### src/rtl/bb_pkg.sv
package bb_pkg;

   localparam int SIZE_W = 2;
   localparam int WORD_SHIFT = 2;
   localparam int BYTE_SHIFT = 3;

   typedef enum logic [2:0] {
      ST_IDLE    = 3'd0,
      ST_RD_REQ  = 3'd1,
      ST_RD_WAIT = 3'd2,
      ST_WR_REQ  = 3'd3,
      ST_WR_WAIT = 3'd4,
      ST_RESP    = 3'd5
   } bb_state_e;

endpackage

### src/rtl/bb_addr_xlate.sv
module bb_addr_xlate
   import bb_pkg::*;
#(
   parameter int ADDR_W = 32,
   parameter int DATA_W = 32,
   parameter int WIN_BITS = 25,
   parameter logic [ADDR_W-1:0] BASE_ADDR = 32'h2000_0000
) (
   input  logic [ADDR_W-1:0] alias_addr,
   input  logic [SIZE_W-1:0] size_code,
   output logic [ADDR_W-1:0] back_addr,
   output logic [$clog2(DATA_W)-1:0] bit_pos,
   output logic size_ok
);
   localparam int BITPOS_W = $clog2(DATA_W);
   localparam int MAX_CODE = $clog2(DATA_W / 8);
   localparam int ALIAS_SHIFT = WORD_SHIFT + BYTE_SHIFT;

   logic [WIN_BITS-1:0] win_off;
   logic [ADDR_W-1:0] byte_idx;
   logic [ADDR_W-1:0] align_mask;
   logic [BITPOS_W-1:0] raw_pos;
   logic [BITPOS_W-1:0] pos_mask;

   assign win_off = alias_addr[WIN_BITS-1:0];
   assign byte_idx = ADDR_W'(win_off >> ALIAS_SHIFT);
   assign size_ok = (int'(size_code) <= MAX_CODE);
   assign align_mask = ~((ADDR_W'(1) << size_code) - ADDR_W'(1));
   assign back_addr = (BASE_ADDR | byte_idx) & align_mask;

   assign raw_pos = alias_addr[BITPOS_W+WORD_SHIFT-1:WORD_SHIFT];
   assign pos_mask = BITPOS_W'((32'd8 << size_code) - 32'd1);
   assign bit_pos = raw_pos & pos_mask;

endmodule

### src/rtl/bb_bit_ops.sv
module bb_bit_ops
   import bb_pkg::*;
#(
   parameter int DATA_W = 32
) (
   input  logic [DATA_W-1:0] fetched,
   input  logic [SIZE_W-1:0] size_code,
   input  logic [$clog2(DATA_W)-1:0] bit_pos,
   input  logic new_bit,
   output logic sel_bit,
   output logic [DATA_W-1:0] merged
);
   localparam int BITPOS_W = $clog2(DATA_W);
   localparam int MAX_CODE = $clog2(DATA_W / 8);

   logic [DATA_W-1:0] lane_keep;

   always_comb begin
      lane_keep = '1;
      for (int c = 0; c < MAX_CODE; c++) begin
         if (int'(size_code) == c) begin
            lane_keep = (DATA_W'(1) << (8 << c)) - DATA_W'(1);
         end
      end
   end

   assign sel_bit = fetched[bit_pos];

   for (genvar i = 0; i < DATA_W; i++) begin : g_lane_bit
      assign merged[i] = (bit_pos == BITPOS_W'(i)) ? new_bit
                                                   : (fetched[i] & lane_keep[i]);
   end

endmodule

### src/rtl/bb_ctrl.sv
module bb_ctrl
   import bb_pkg::*;
#(
   parameter int ADDR_W = 32,
   parameter int DATA_W = 32
) (
   input  logic clk,
   input  logic rst_n,
   input  logic s_req_valid,
   output logic s_req_ready,
   input  logic s_req_write,
   input  logic s_req_bit,
   input  logic [SIZE_W-1:0] s_req_size,
   input  logic [ADDR_W-1:0] xl_addr,
   input  logic [$clog2(DATA_W)-1:0] xl_pos,
   input  logic xl_size_ok,
   output logic s_rsp_valid,
   input  logic s_rsp_ready,
   output logic [DATA_W-1:0] s_rsp_rdata,
   output logic s_rsp_err,
   output logic m_req_valid,
   input  logic m_req_ready,
   output logic m_req_write,
   output logic [ADDR_W-1:0] m_req_addr,
   output logic [SIZE_W-1:0] m_req_size,
   output logic [DATA_W-1:0] m_req_wdata,
   input  logic m_rsp_valid,
   output logic m_rsp_ready,
   input  logic m_rsp_err,
   input  logic ops_bit,
   input  logic [DATA_W-1:0] ops_merged,
   output logic [SIZE_W-1:0] op_size,
   output logic [$clog2(DATA_W)-1:0] op_pos,
   output logic op_bit
);
   localparam int BITPOS_W = $clog2(DATA_W);

   bb_state_e state;
   logic op_write;
   logic [ADDR_W-1:0] op_addr;
   logic [DATA_W-1:0] wr_data;
   logic [DATA_W-1:0] rsp_data;
   logic rsp_err;

   always_ff @(posedge clk or negedge rst_n) begin
      if (!rst_n) begin
         state    <= ST_IDLE;
         op_write <= 1'b0;
         op_addr  <= '0;
         op_size  <= '0;
         op_pos   <= '0;
         op_bit   <= 1'b0;
         wr_data  <= '0;
         rsp_data <= '0;
         rsp_err  <= 1'b0;
      end else begin
         case (state)
            ST_IDLE: begin
               if (s_req_valid) begin
                  op_write <= s_req_write;
                  op_addr  <= xl_addr;
                  op_size  <= s_req_size;
                  op_pos   <= xl_pos;
                  op_bit   <= s_req_bit;
                  if (xl_size_ok) begin
                     state <= ST_RD_REQ;
                  end else begin
                     rsp_err  <= 1'b1;
                     rsp_data <= '0;
                     state    <= ST_RESP;
                  end
               end
            end
            ST_RD_REQ: begin
               if (m_req_ready) state <= ST_RD_WAIT;
            end
            ST_RD_WAIT: begin
               if (m_rsp_valid) begin
                  if (m_rsp_err) begin
                     rsp_err  <= 1'b1;
                     rsp_data <= '0;
                     state    <= ST_RESP;
                  end else if (op_write) begin
                     wr_data <= ops_merged;
                     state   <= ST_WR_REQ;
                  end else begin
                     rsp_err  <= 1'b0;
                     rsp_data <= DATA_W'(ops_bit);
                     state    <= ST_RESP;
                  end
               end
            end
            ST_WR_REQ: begin
               if (m_req_ready) state <= ST_WR_WAIT;
            end
            ST_WR_WAIT: begin
               if (m_rsp_valid) begin
                  rsp_err  <= m_rsp_err;
                  rsp_data <= '0;
                  state    <= ST_RESP;
               end
            end
            ST_RESP: begin
               if (s_rsp_ready) state <= ST_IDLE;
            end
            default: state <= ST_IDLE;
         endcase
      end
   end

   assign s_req_ready = (state == ST_IDLE);
   assign m_req_valid = (state == ST_RD_REQ) || (state == ST_WR_REQ);
   assign m_req_write = (state == ST_WR_REQ);
   assign m_req_addr  = op_addr;
   assign m_req_size  = op_size;
   assign m_req_wdata = wr_data;
   assign m_rsp_ready = (state == ST_RD_WAIT) || (state == ST_WR_WAIT);
   assign s_rsp_valid = (state == ST_RESP);
   assign s_rsp_rdata = rsp_data;
   assign s_rsp_err   = rsp_err;

   assert_busy_after_accept_R9: assert property (@(posedge clk) disable iff (!rst_n)
      (s_req_valid && s_req_ready) |=> !s_req_ready);

   assert_busy_while_rsp_R9: assert property (@(posedge clk) disable iff (!rst_n)
      s_rsp_valid |-> (!s_req_ready && !m_req_valid));

   assert_req_hold_R11: assert property (@(posedge clk) disable iff (!rst_n)
      (m_req_valid && !m_req_ready) |=>
         (m_req_valid && $stable(m_req_addr) && $stable(m_req_write)
          && $stable(m_req_size) && $stable(m_req_wdata)));

   assert_rsp_hold_R11: assert property (@(posedge clk) disable iff (!rst_n)
      (s_rsp_valid && !s_rsp_ready) |=>
         (s_rsp_valid && $stable(s_rsp_rdata) && $stable(s_rsp_err)));

   assert_rd_err_no_write_R7: assert property (@(posedge clk) disable iff (!rst_n)
      (m_rsp_valid && m_rsp_ready && m_rsp_err && !op_write) |=>
         (s_rsp_valid && s_rsp_err));

   assert_rmw_err_no_write_R7: assert property (@(posedge clk) disable iff (!rst_n)
      (state == ST_RD_WAIT && m_rsp_valid && m_rsp_err) |=> !m_req_valid);

   assert_wr_err_pass_R8: assert property (@(posedge clk) disable iff (!rst_n)
      (state == ST_WR_WAIT && m_rsp_valid) |=> (s_rsp_err == $past(m_rsp_err)));

   assert_rd_bit0_only_R5: assert property (@(posedge clk) disable iff (!rst_n)
      s_rsp_valid |-> (s_rsp_rdata[DATA_W-1:1] == '0));

   assert_bad_size_no_access_R3: assert property (@(posedge clk) disable iff (!rst_n)
      (s_req_valid && s_req_ready && !xl_size_ok) |=> (s_rsp_valid && s_rsp_err));

   logic unused_pos;
   assign unused_pos = ^{BITPOS_W'(0)};

endmodule

### src/rtl/bitband_bridge.sv
module bitband_bridge
   import bb_pkg::*;
#(
   parameter int ADDR_W = 32,
   parameter int DATA_W = 32,
   parameter int WIN_BITS = 25,
   parameter logic [ADDR_W-1:0] BASE_ADDR = 32'h2000_0000
) (
   input  logic clk,
   input  logic rst_n,
   input  logic s_req_valid,
   output logic s_req_ready,
   input  logic s_req_write,
   input  logic [ADDR_W-1:0] s_req_addr,
   input  logic [1:0] s_req_size,
   input  logic [DATA_W-1:0] s_req_wdata,
   output logic s_rsp_valid,
   input  logic s_rsp_ready,
   output logic [DATA_W-1:0] s_rsp_rdata,
   output logic s_rsp_err,
   output logic m_req_valid,
   input  logic m_req_ready,
   output logic m_req_write,
   output logic [ADDR_W-1:0] m_req_addr,
   output logic [1:0] m_req_size,
   output logic [DATA_W-1:0] m_req_wdata,
   input  logic m_rsp_valid,
   output logic m_rsp_ready,
   input  logic [DATA_W-1:0] m_rsp_rdata,
   input  logic m_rsp_err
);
   localparam int BITPOS_W = $clog2(DATA_W);

   if (DATA_W < 8 || DATA_W > 64 || (DATA_W & (DATA_W - 1)) != 0) begin : g_bad_data_w
      $error("bitband_bridge: DATA_W must be a power of two from 8 to 64");
   end
   if (WIN_BITS <= BITPOS_W + WORD_SHIFT || WIN_BITS > ADDR_W) begin : g_bad_win
      $error("bitband_bridge: WIN_BITS out of range");
   end
   if (SIZE_W != 2) begin : g_bad_size_w
      $error("bitband_bridge: size code must be two bits wide");
   end

   logic [ADDR_W-1:0] xl_addr;
   logic [BITPOS_W-1:0] xl_pos;
   logic xl_size_ok;
   logic [SIZE_W-1:0] op_size;
   logic [BITPOS_W-1:0] op_pos;
   logic op_bit;
   logic ops_bit;
   logic [DATA_W-1:0] ops_merged;

   bb_addr_xlate #(
      .ADDR_W(ADDR_W), .DATA_W(DATA_W), .WIN_BITS(WIN_BITS), .BASE_ADDR(BASE_ADDR)
   ) u_xlate (
      .alias_addr(s_req_addr),
      .size_code (s_req_size),
      .back_addr (xl_addr),
      .bit_pos   (xl_pos),
      .size_ok   (xl_size_ok)
   );

   bb_bit_ops #(.DATA_W(DATA_W)) u_ops (
      .fetched  (m_rsp_rdata),
      .size_code(op_size),
      .bit_pos  (op_pos),
      .new_bit  (op_bit),
      .sel_bit  (ops_bit),
      .merged   (ops_merged)
   );

   bb_ctrl #(.ADDR_W(ADDR_W), .DATA_W(DATA_W)) u_ctrl (
      .clk        (clk),
      .rst_n      (rst_n),
      .s_req_valid(s_req_valid),
      .s_req_ready(s_req_ready),
      .s_req_write(s_req_write),
      .s_req_bit  (s_req_wdata[0]),
      .s_req_size (s_req_size),
      .xl_addr    (xl_addr),
      .xl_pos     (xl_pos),
      .xl_size_ok (xl_size_ok),
      .s_rsp_valid(s_rsp_valid),
      .s_rsp_ready(s_rsp_ready),
      .s_rsp_rdata(s_rsp_rdata),
      .s_rsp_err  (s_rsp_err),
      .m_req_valid(m_req_valid),
      .m_req_ready(m_req_ready),
      .m_req_write(m_req_write),
      .m_req_addr (m_req_addr),
      .m_req_size (m_req_size),
      .m_req_wdata(m_req_wdata),
      .m_rsp_valid(m_rsp_valid),
      .m_rsp_ready(m_rsp_ready),
      .m_rsp_err  (m_rsp_err),
      .ops_bit    (ops_bit),
      .ops_merged (ops_merged),
      .op_size    (op_size),
      .op_pos     (op_pos),
      .op_bit     (op_bit)
   );

   assert_backing_aligned_R2: assert property (@(posedge clk) disable iff (!rst_n)
      m_req_valid |-> ((m_req_addr & ((ADDR_W'(1) << m_req_size) - ADDR_W'(1))) == '0));

   assert_backing_in_region_R1: assert property (@(posedge clk) disable iff (!rst_n)
      m_req_valid |-> ((m_req_addr & BASE_ADDR) == BASE_ADDR));

   assert_one_side_active_R9: assert property (@(posedge clk) disable iff (!rst_n)
      $onehot0({s_req_ready, m_req_valid, m_rsp_ready, s_rsp_valid}));

endmodule

### config.mk
export PLATFORM = sky130hd
export DESIGN_NAME = bitband_bridge
export DESIGN_NICKNAME = d
export VERILOG_FILES = /design/src/rtl/bb_pkg.sv /design/src/rtl/bb_addr_xlate.sv /design/src/rtl/bb_bit_ops.sv /design/src/rtl/bb_ctrl.sv /design/src/rtl/bitband_bridge.sv
export SDC_FILE = /design/constraint.sdc
export NUM_CORES = 1
export LEC_CHECK = 0
export BUFFER_PORTS_ARGS = -buffer_cell sky130_fd_sc_hd__buf_2
export CAP_MARGIN = 20
export CORE_ASPECT_RATIO = 0.7
export CORE_MARGIN = 2
export CORE_UTILIZATION = 46
export DETAILED_ROUTE_END_ITERATION = 10
export GPL_ROUTABILITY_DRIVEN = 0
export PLACE_DENSITY = 0.9
export SETUP_SLACK_MARGIN = 0.15
export SYNTH_ARGS = -nofsm -noshare
export SYNTH_HDL_FRONTEND = slang
export SYNTH_SLANG_ARGS = --single-unit
### constraint.sdc
create_clock -name clk -period 2 [get_ports clk]
set_input_delay 0.1 -clock clk [delete_from_list [all_inputs] [get_ports clk]]
set_output_delay 0.1 -clock clk [all_outputs]
set_load 0.02 [all_outputs]
After elaboration in Yosys (flattened, before gate mapping)
Cells that the tools add are included.
{"block": "classes", "shifts": 2, "mux": 60, "order_cmp": 2, "n_reduce_logical": 10, "add_sub_neg": 2, "n_bitwise": 36, "n_eq_ne": 45}
{"cell": "$mux 32", "n": 8}
{"cell": "$pmux 32 s3", "n": 1}
{"cell": "$eq 5x5->1 const B", "n": 16}
{"cell": "$eq 5x4->1 const B", "n": 8}
{"cell": "$mux 1", "n": 39}
{"cell": "$and 1x1->1", "n": 32}
{"cell": "$and 30x32->32", "n": 1}
{"cell": "$not 32->32", "n": 1}
{"cell": "$shl 1x2->32 const A", "n": 1}
{"cell": "$sub 32x2->32 const B", "n": 1}
{"cell": "$mux 3", "n": 9}
{"cell": "$eq 5x3->1 const B", "n": 4}
{"cell": "$pmux 3 s6", "n": 1}
{"cell": "$ne 2x2->1 const B", "n": 6}
{"cell": "$reduce_and 6->1", "n": 2}
{"cell": "$eq 5x2->1 const B", "n": 2}
{"cell": "$eq 3x2->1 const B", "n": 2}
{"cell": "$eq 3x3->1 const B", "n": 2}
{"cell": "$lt 5x6->1 const B", "n": 1}
{"cell": "$and 5x5->5", "n": 1}
{"cell": "$bmux 1 s5", "n": 1}
{"cell": "$eq 5x1->1 const B", "n": 1}
{"cell": "$logic_not 5->1", "n": 1}
{"cell": "$shl 4x2->5 const A", "n": 1}
{"cell": "14 further kinds", "n": 15}
{"block": "totals", "output_inout_bits": 104, "inputBits": 106, "regBits": 109, "elab_cells": 166}

Longest topological paths before layout
{"block": "depth", "ltp_word": 6, "ltp_mapped": 7, "depth_no_buf": 5}

Hierarchy
A second synthesis with hierarchy kept.
{"block": "unflattened", "cells_unflattened": 423, "area_unflattened_um2": 4849.7}
{"module": "bb_ctrl", "cells_each": 239, "area_each_um2": 3512.1, "seq_area_each_um2": 1951.9, "instances": 1}
{"module": "bb_bit_ops", "cells_each": 137, "area_each_um2": 1018.5, "seq_area_each_um2": 0.0, "instances": 1}
{"module": "bb_addr_xlate", "cells_each": 47, "area_each_um2": 319.1, "seq_area_each_um2": 0.0, "instances": 1}

Least setup slack after synthesis
OpenSTA, ideal clock, no wires.
{"block": "synth_timing", "path_type": "flip-flop to flip-flop", "startpoint": "reg u_ctrl.state[1]", "endpoint": "reg u_ctrl.op_addr[11], in the netlist u_ctrl.m_req_addr[11]", "synth_period_minus_slack_ns": 1.869, "path_stages_with_launch": 6, "arrival_time_ns": 1.744, "t_required_ns": 1.875, "slack_ns": 0.131, "n_path_buf": 2, "setup_ns": 0.125, "path_cell_list": "dfrtp_1 > buf_2 > nor3_1 > nand2_2 > buf_2 > mux2_2"}
{"block": "synth_between", "elab_chain_len": 2}
{"element": "start, declared", "line_no": "bb_ctrl.sv:38", "text": "bb_state_e state;"}
{"element": "start signal, assigned", "line_no": "bb_ctrl.sv:47", "text": "state <= ST_IDLE;"}
{"element": "start signal, assigned", "line_no": "bb_ctrl.sv:66", "text": "state <= ST_RD_REQ;"}
{"element": "start signal, assigned", "line_no": "bb_ctrl.sv:70", "text": "state <= ST_RESP;"}
{"element": "$logic_not 3->1"}
{"element": "named net s_req_ready", "line_no": "bitband_bridge.sv:12", "text": "output logic s_req_ready,"}
{"element": "$reduce_and 2->1 (no source line)"}
{"element": "end signal, assigned", "line_no": "bb_ctrl.sv:61", "text": "op_addr <= xl_addr;"}
{"element": "end, declared", "line_no": "bb_ctrl.sv:40", "text": "logic [ADDR_W-1:0] op_addr;"}
The timed path passes the listed nets, and every way through them passes these cells.
A chain may end at the register's enable or synchronous reset.

Final worst setup path
{"block": "layout_timing", "startpoint": "reg u_ctrl.op_pos[1]", "endpoint": "reg u_ctrl.rsp_data[0], in the netlist u_ctrl.s_rsp_rdata[0]"}
{"block": "layout_between", "elab_chain_len": 6}
{"element": "start, declared", "line_no": "bb_ctrl.sv:33", "text": "output logic [$clog2(DATA_W)-1:0] op_pos,"}
{"element": "start signal, assigned", "line_no": "bb_ctrl.sv:63", "text": "op_pos <= xl_pos;"}
{"element": "$bmux 1 s5", "line_no": "bb_bit_ops.sv:27", "text": "assign sel_bit = fetched[bit_pos];"}
{"element": "$mux 1 (not written as such)", "line_no": "bb_bit_ops.sv:27"}
{"element": "$mux 32", "line_no": "bb_ctrl.sv:83", "text": "end else if (op_write) begin"}
{"element": "$mux 32", "line_no": "bb_ctrl.sv:79", "text": "if (m_rsp_err) begin"}
{"element": "$mux 32", "line_no": "bb_ctrl.sv:78", "text": "if (m_rsp_valid) begin"}
{"element": "$pmux 32 s3", "line_no": "bb_ctrl.sv:57", "text": "case (state)"}
{"element": "end signal, assigned", "line_no": "bb_ctrl.sv:88", "text": "rsp_data <= DATA_W'(ops_bit);"}
{"element": "end, declared", "line_no": "bb_ctrl.sv:42", "text": "logic [DATA_W-1:0] rsp_data;"}
No other way between the ends. The select of a mux whose other input is x is not followed.

==> out/metrics.cfg <==
[power]
power_switching_uw = 3480
p_int_uw = 4400
seq_power_share = 0.317
power_frac_clock = 0.201
power.total_uw = 7890
swShare = 0.442
p_leak_uw = 0.00254
power.density_mw_per_mm2 = 1570
peakVddDrop_v = 0.000873
p_comb_frac = 0.482

[die]
die_height_um = 82.6
chipWidth_um = 116
rows = 28
start_util = 0.477
core_mm2 = 0.00851
io_pins = 210
dieArea_mm2 = 0.00961

[cells_and_area]
final_area_mm2 = 0.00503
synthToLayoutAreaGrowth_pct = 23.8
drive_above_1_share = 0.348
postLayoutCoreUtil = 0.591
num-nets-final = 674

[place]
dpl_cell_area_mm2 = 0.00465
dp_slack_ps = 102
port_buffers = 127
dp_hpwl_mm = 8.06

[worst_hold_path]
hold_path.class = in -> reg
holdPathStages = 3

[grt]
grt_max_degree = 36
grt_pass1_vias = 3308
grt_pass1_wl_mm = 16.5
track_usage = 0.224
antenna_found_initial = 0
overflow = 0

[timing]
rsz0062_at_grt = no
period_needed_ps = 1780
tns_ps = 0
period_share = 0.892
setup_ws_ps = 216
fmax_mhz = 560
clock_skew_ps = 10.4
finalHoldViolCount = 0
max_slew_margin = 0.498
tightest_slew_ps = 753
setup_viol = 0
drv_slew = 0

[cts]
clk_latency_ps = 330
numCtsBuffers = 9
clkTransAtPathRegs_ps = 60
clock_sinks = 67
cts_tree = built
ctsHtreeMaxLevel = 3
cts_setup_buffers = 0
cts_root_buf = clkbuf_16
ctsLongestPathBuffers = 2

[drt]
drc = 0
vias = 3665
firstDrtPassIters = 5
antenna_left = 0
drtIter0Drc = 220
via_per_inst = 5.29
wl_mm = 10.7
wl_per_cell_um = 15.4

[critical_path]
rr_endpoint = u_ctrl.s_rsp_rdata[0]
worst-path-stages = 5
worst-path-max-fanout = 8
critical-path-max-stage-delay_ps = 500
crit_path_end = u_ctrl.s_rsp_rdata[0]
cp-start-kind = flip-flop
ff2ff_setup_slack_ps = 220
startpoint = u_ctrl.op_pos[1]
required_ps = 2210
end_kind = flip-flop
reg2reg_depth = 5
cp_slowest_cell = dfrtp_2
r2r-start = u_ctrl.op_pos[1]
path_cells = buf_4, mux2_4, a221oi_2, o211ai_1, a32o_1
worstPathArrival_ps = 1990
worst-path-buf-inv = 1
path_class = reg -> reg
path_delay_family = compound AO/OA/AOI/OAI gates

[status]
status = complete, no violations

[logic_synthesis]
synth_edf_count = 0
syn_inst = 444
ys_async_sr_fraction = 1.00
synth_top_cell_by_area = dfrtp_1
post_synth.cell_area_avg_um2 = 9.15
synth_ff_type = dfrtp_1
ys.warnings.count = 0
synthDistinctLibCells = 49
yosys-top-cells-area = dfrtp_1 (41%), buf_4 (7.9%), nand2_1 (7.2%)
ys_seq_area_frac = 0.413
synth_area_mm2 = 0.00406
synth_top_area_frac = 0.413
ys_seq_elements = 67

[job]
drv_cap = 0

[registers in the layout, indices dropped and copies added, names as in the netlist]
register	flops
u_ctrl.m_req_wdata	32
u_ctrl.m_req_addr	21
u_ctrl.op_pos	5
u_ctrl.state	3
u_ctrl.m_req_size	2
u_ctrl.op_bit	1
u_ctrl.op_write	1
u_ctrl.s_rsp_err	1
u_ctrl.s_rsp_rdata	1
[power by group through the flow]
| stage | registers [µW] | logic [µW] | clock network [µW] |
|---|---|---|---|
| final | 2500 | 3800 | 1590 |
| after global routing | 2580 | 4140 | 1680 |
| after CTS | 2470 | 3770 | 1610 |
| after detailed placement | 2480 | 3750 | 0 |
| after global placement | 2430 | 3620 | 0 |
| after floorplan | 2810 | 2310 | 0 |
[worst min-delay path: stages]
cell and delay, ps:
buf_2 90, nand2_1 40, o21ai_0 60
[synthesized netlist by cell type (8+ instances only)]
cell      count
a21oi_1      24
inv_1         8
o21ai_0      25
buf_2        11
buf_4        43
a41oi_1       8
o21ai_1      28
clkbuf_1     14
mux2i_1      13
nand2_1      78
a31oi_1      22
mux2_2       18
dfrtp_1      67
[cell families after synthesis]
family	count (synthesis)	share of synthesized area
AOI/OAI and AO/OA	123	0.180
xor gates and xnor gates	1	0.00216
adders and majority gates	1	0.00308
buffers and inverters	91	0.143
DFF	67	0.413
muxes	39	0.123
other	1	0.000923
and+or+nand+nor	121	0.135
[routing by layer]
layer | share of wire | global-route usage | vias to the layer above | routed length (µm)
met5 | 0 | 0 | - | 0
met4 | 0.013 | 0.0631 | 0 | 135
met3 | 0.10 | 0.0664 | 14 | 1070
met2 | 0.46 | 0.366 | 208 | 4960
met1 | 0.42 | 0.290 | 1720 | 4540
li1 | - | - | 1723 | -
[placed cells by master, fill, tap and decap left out, types with 2 or more instances in the layout]
cell / Yosys / final
a41oi_1: 8 / 8
nand2b_1: 7 / 7
dlygate4sd3_1: 0 / 6
o21ai_1: 28 / 28
inv_6: 0 / 2
nor2_1: 7 / 7
mux2i_1: 13 / 13
o221ai_1: 2 / 2
nand2_1: 78 / 78
conb_1: 1 / 42
nor3b_1: 3 / 3
mux4_2: 5 / 5
nor2b_1: 6 / 5
dfrtp_2: 0 / 3
o21ai_0: 25 / 25
buf_12: 0 / 3
and3b_1: 3 / 3
buf_4: 43 / 17
inv_1: 8 / 8
mux2_2: 18 / 18
mux2_4: 2 / 2
nand3_1: 5 / 5
clkinvlp_4: 0 / 2
a21oi_1: 24 / 24
a31oi_1: 22 / 22
and3_1: 3 / 3
clkbuf_16: 0 / 9
buf_2: 11 / 127
o22ai_1: 3 / 3
a311oi_1: 2 / 2
dfrtp_1: 67 / 64
[stage by stage]
| step | cells | hold slack [ps] |
|---|---|---|
| global placement | 670 | 166 |
| CTS | 692 | 0.475 |
| global route | 692 | 5.40 |
| floorplan | 485 | -196 |
| detailed placement | 670 | 176 |
| finish | 693 | 9.25 |
[worst min-delay path by stage]
stage	from	endpoint	slack [ps]
after detailed placement	rst_n	u_ctrl.m_req_addr[17]	180
after global placement	rst_n	u_ctrl.m_req_addr[13]	170
after CTS	s_req_addr[21]	u_ctrl.m_req_addr[16]	0.5
final	s_req_addr[17]	u_ctrl.m_req_addr[12]	9
after global routing	s_req_addr[8]	u_ctrl.m_req_addr[3]	5
after floorplan	rst_n	u_ctrl.m_req_addr[0]	-200
[final cells by class]
type | instances | area, µm²
Inverter | 8 | 30.0
Sequential cell | 67 | 1680
Tap cell | 120 | 150
Clock buffer | 9 | 225
Multi-Input combinational cell | 327 | 1970
Timing Repair Buffer | 154 | 895
Clock inverter | 7 | 76.3
Antenna cell | 1 | 2.50
Fill cell | 715 | 3480
[timing repair]
action,CTS,global route
hold buffers,6,0
hold endpoints to repair,30,0
resized for setup,2,4
setup endpoints to repair,1,28
Power figures use the tool's default switching activity.
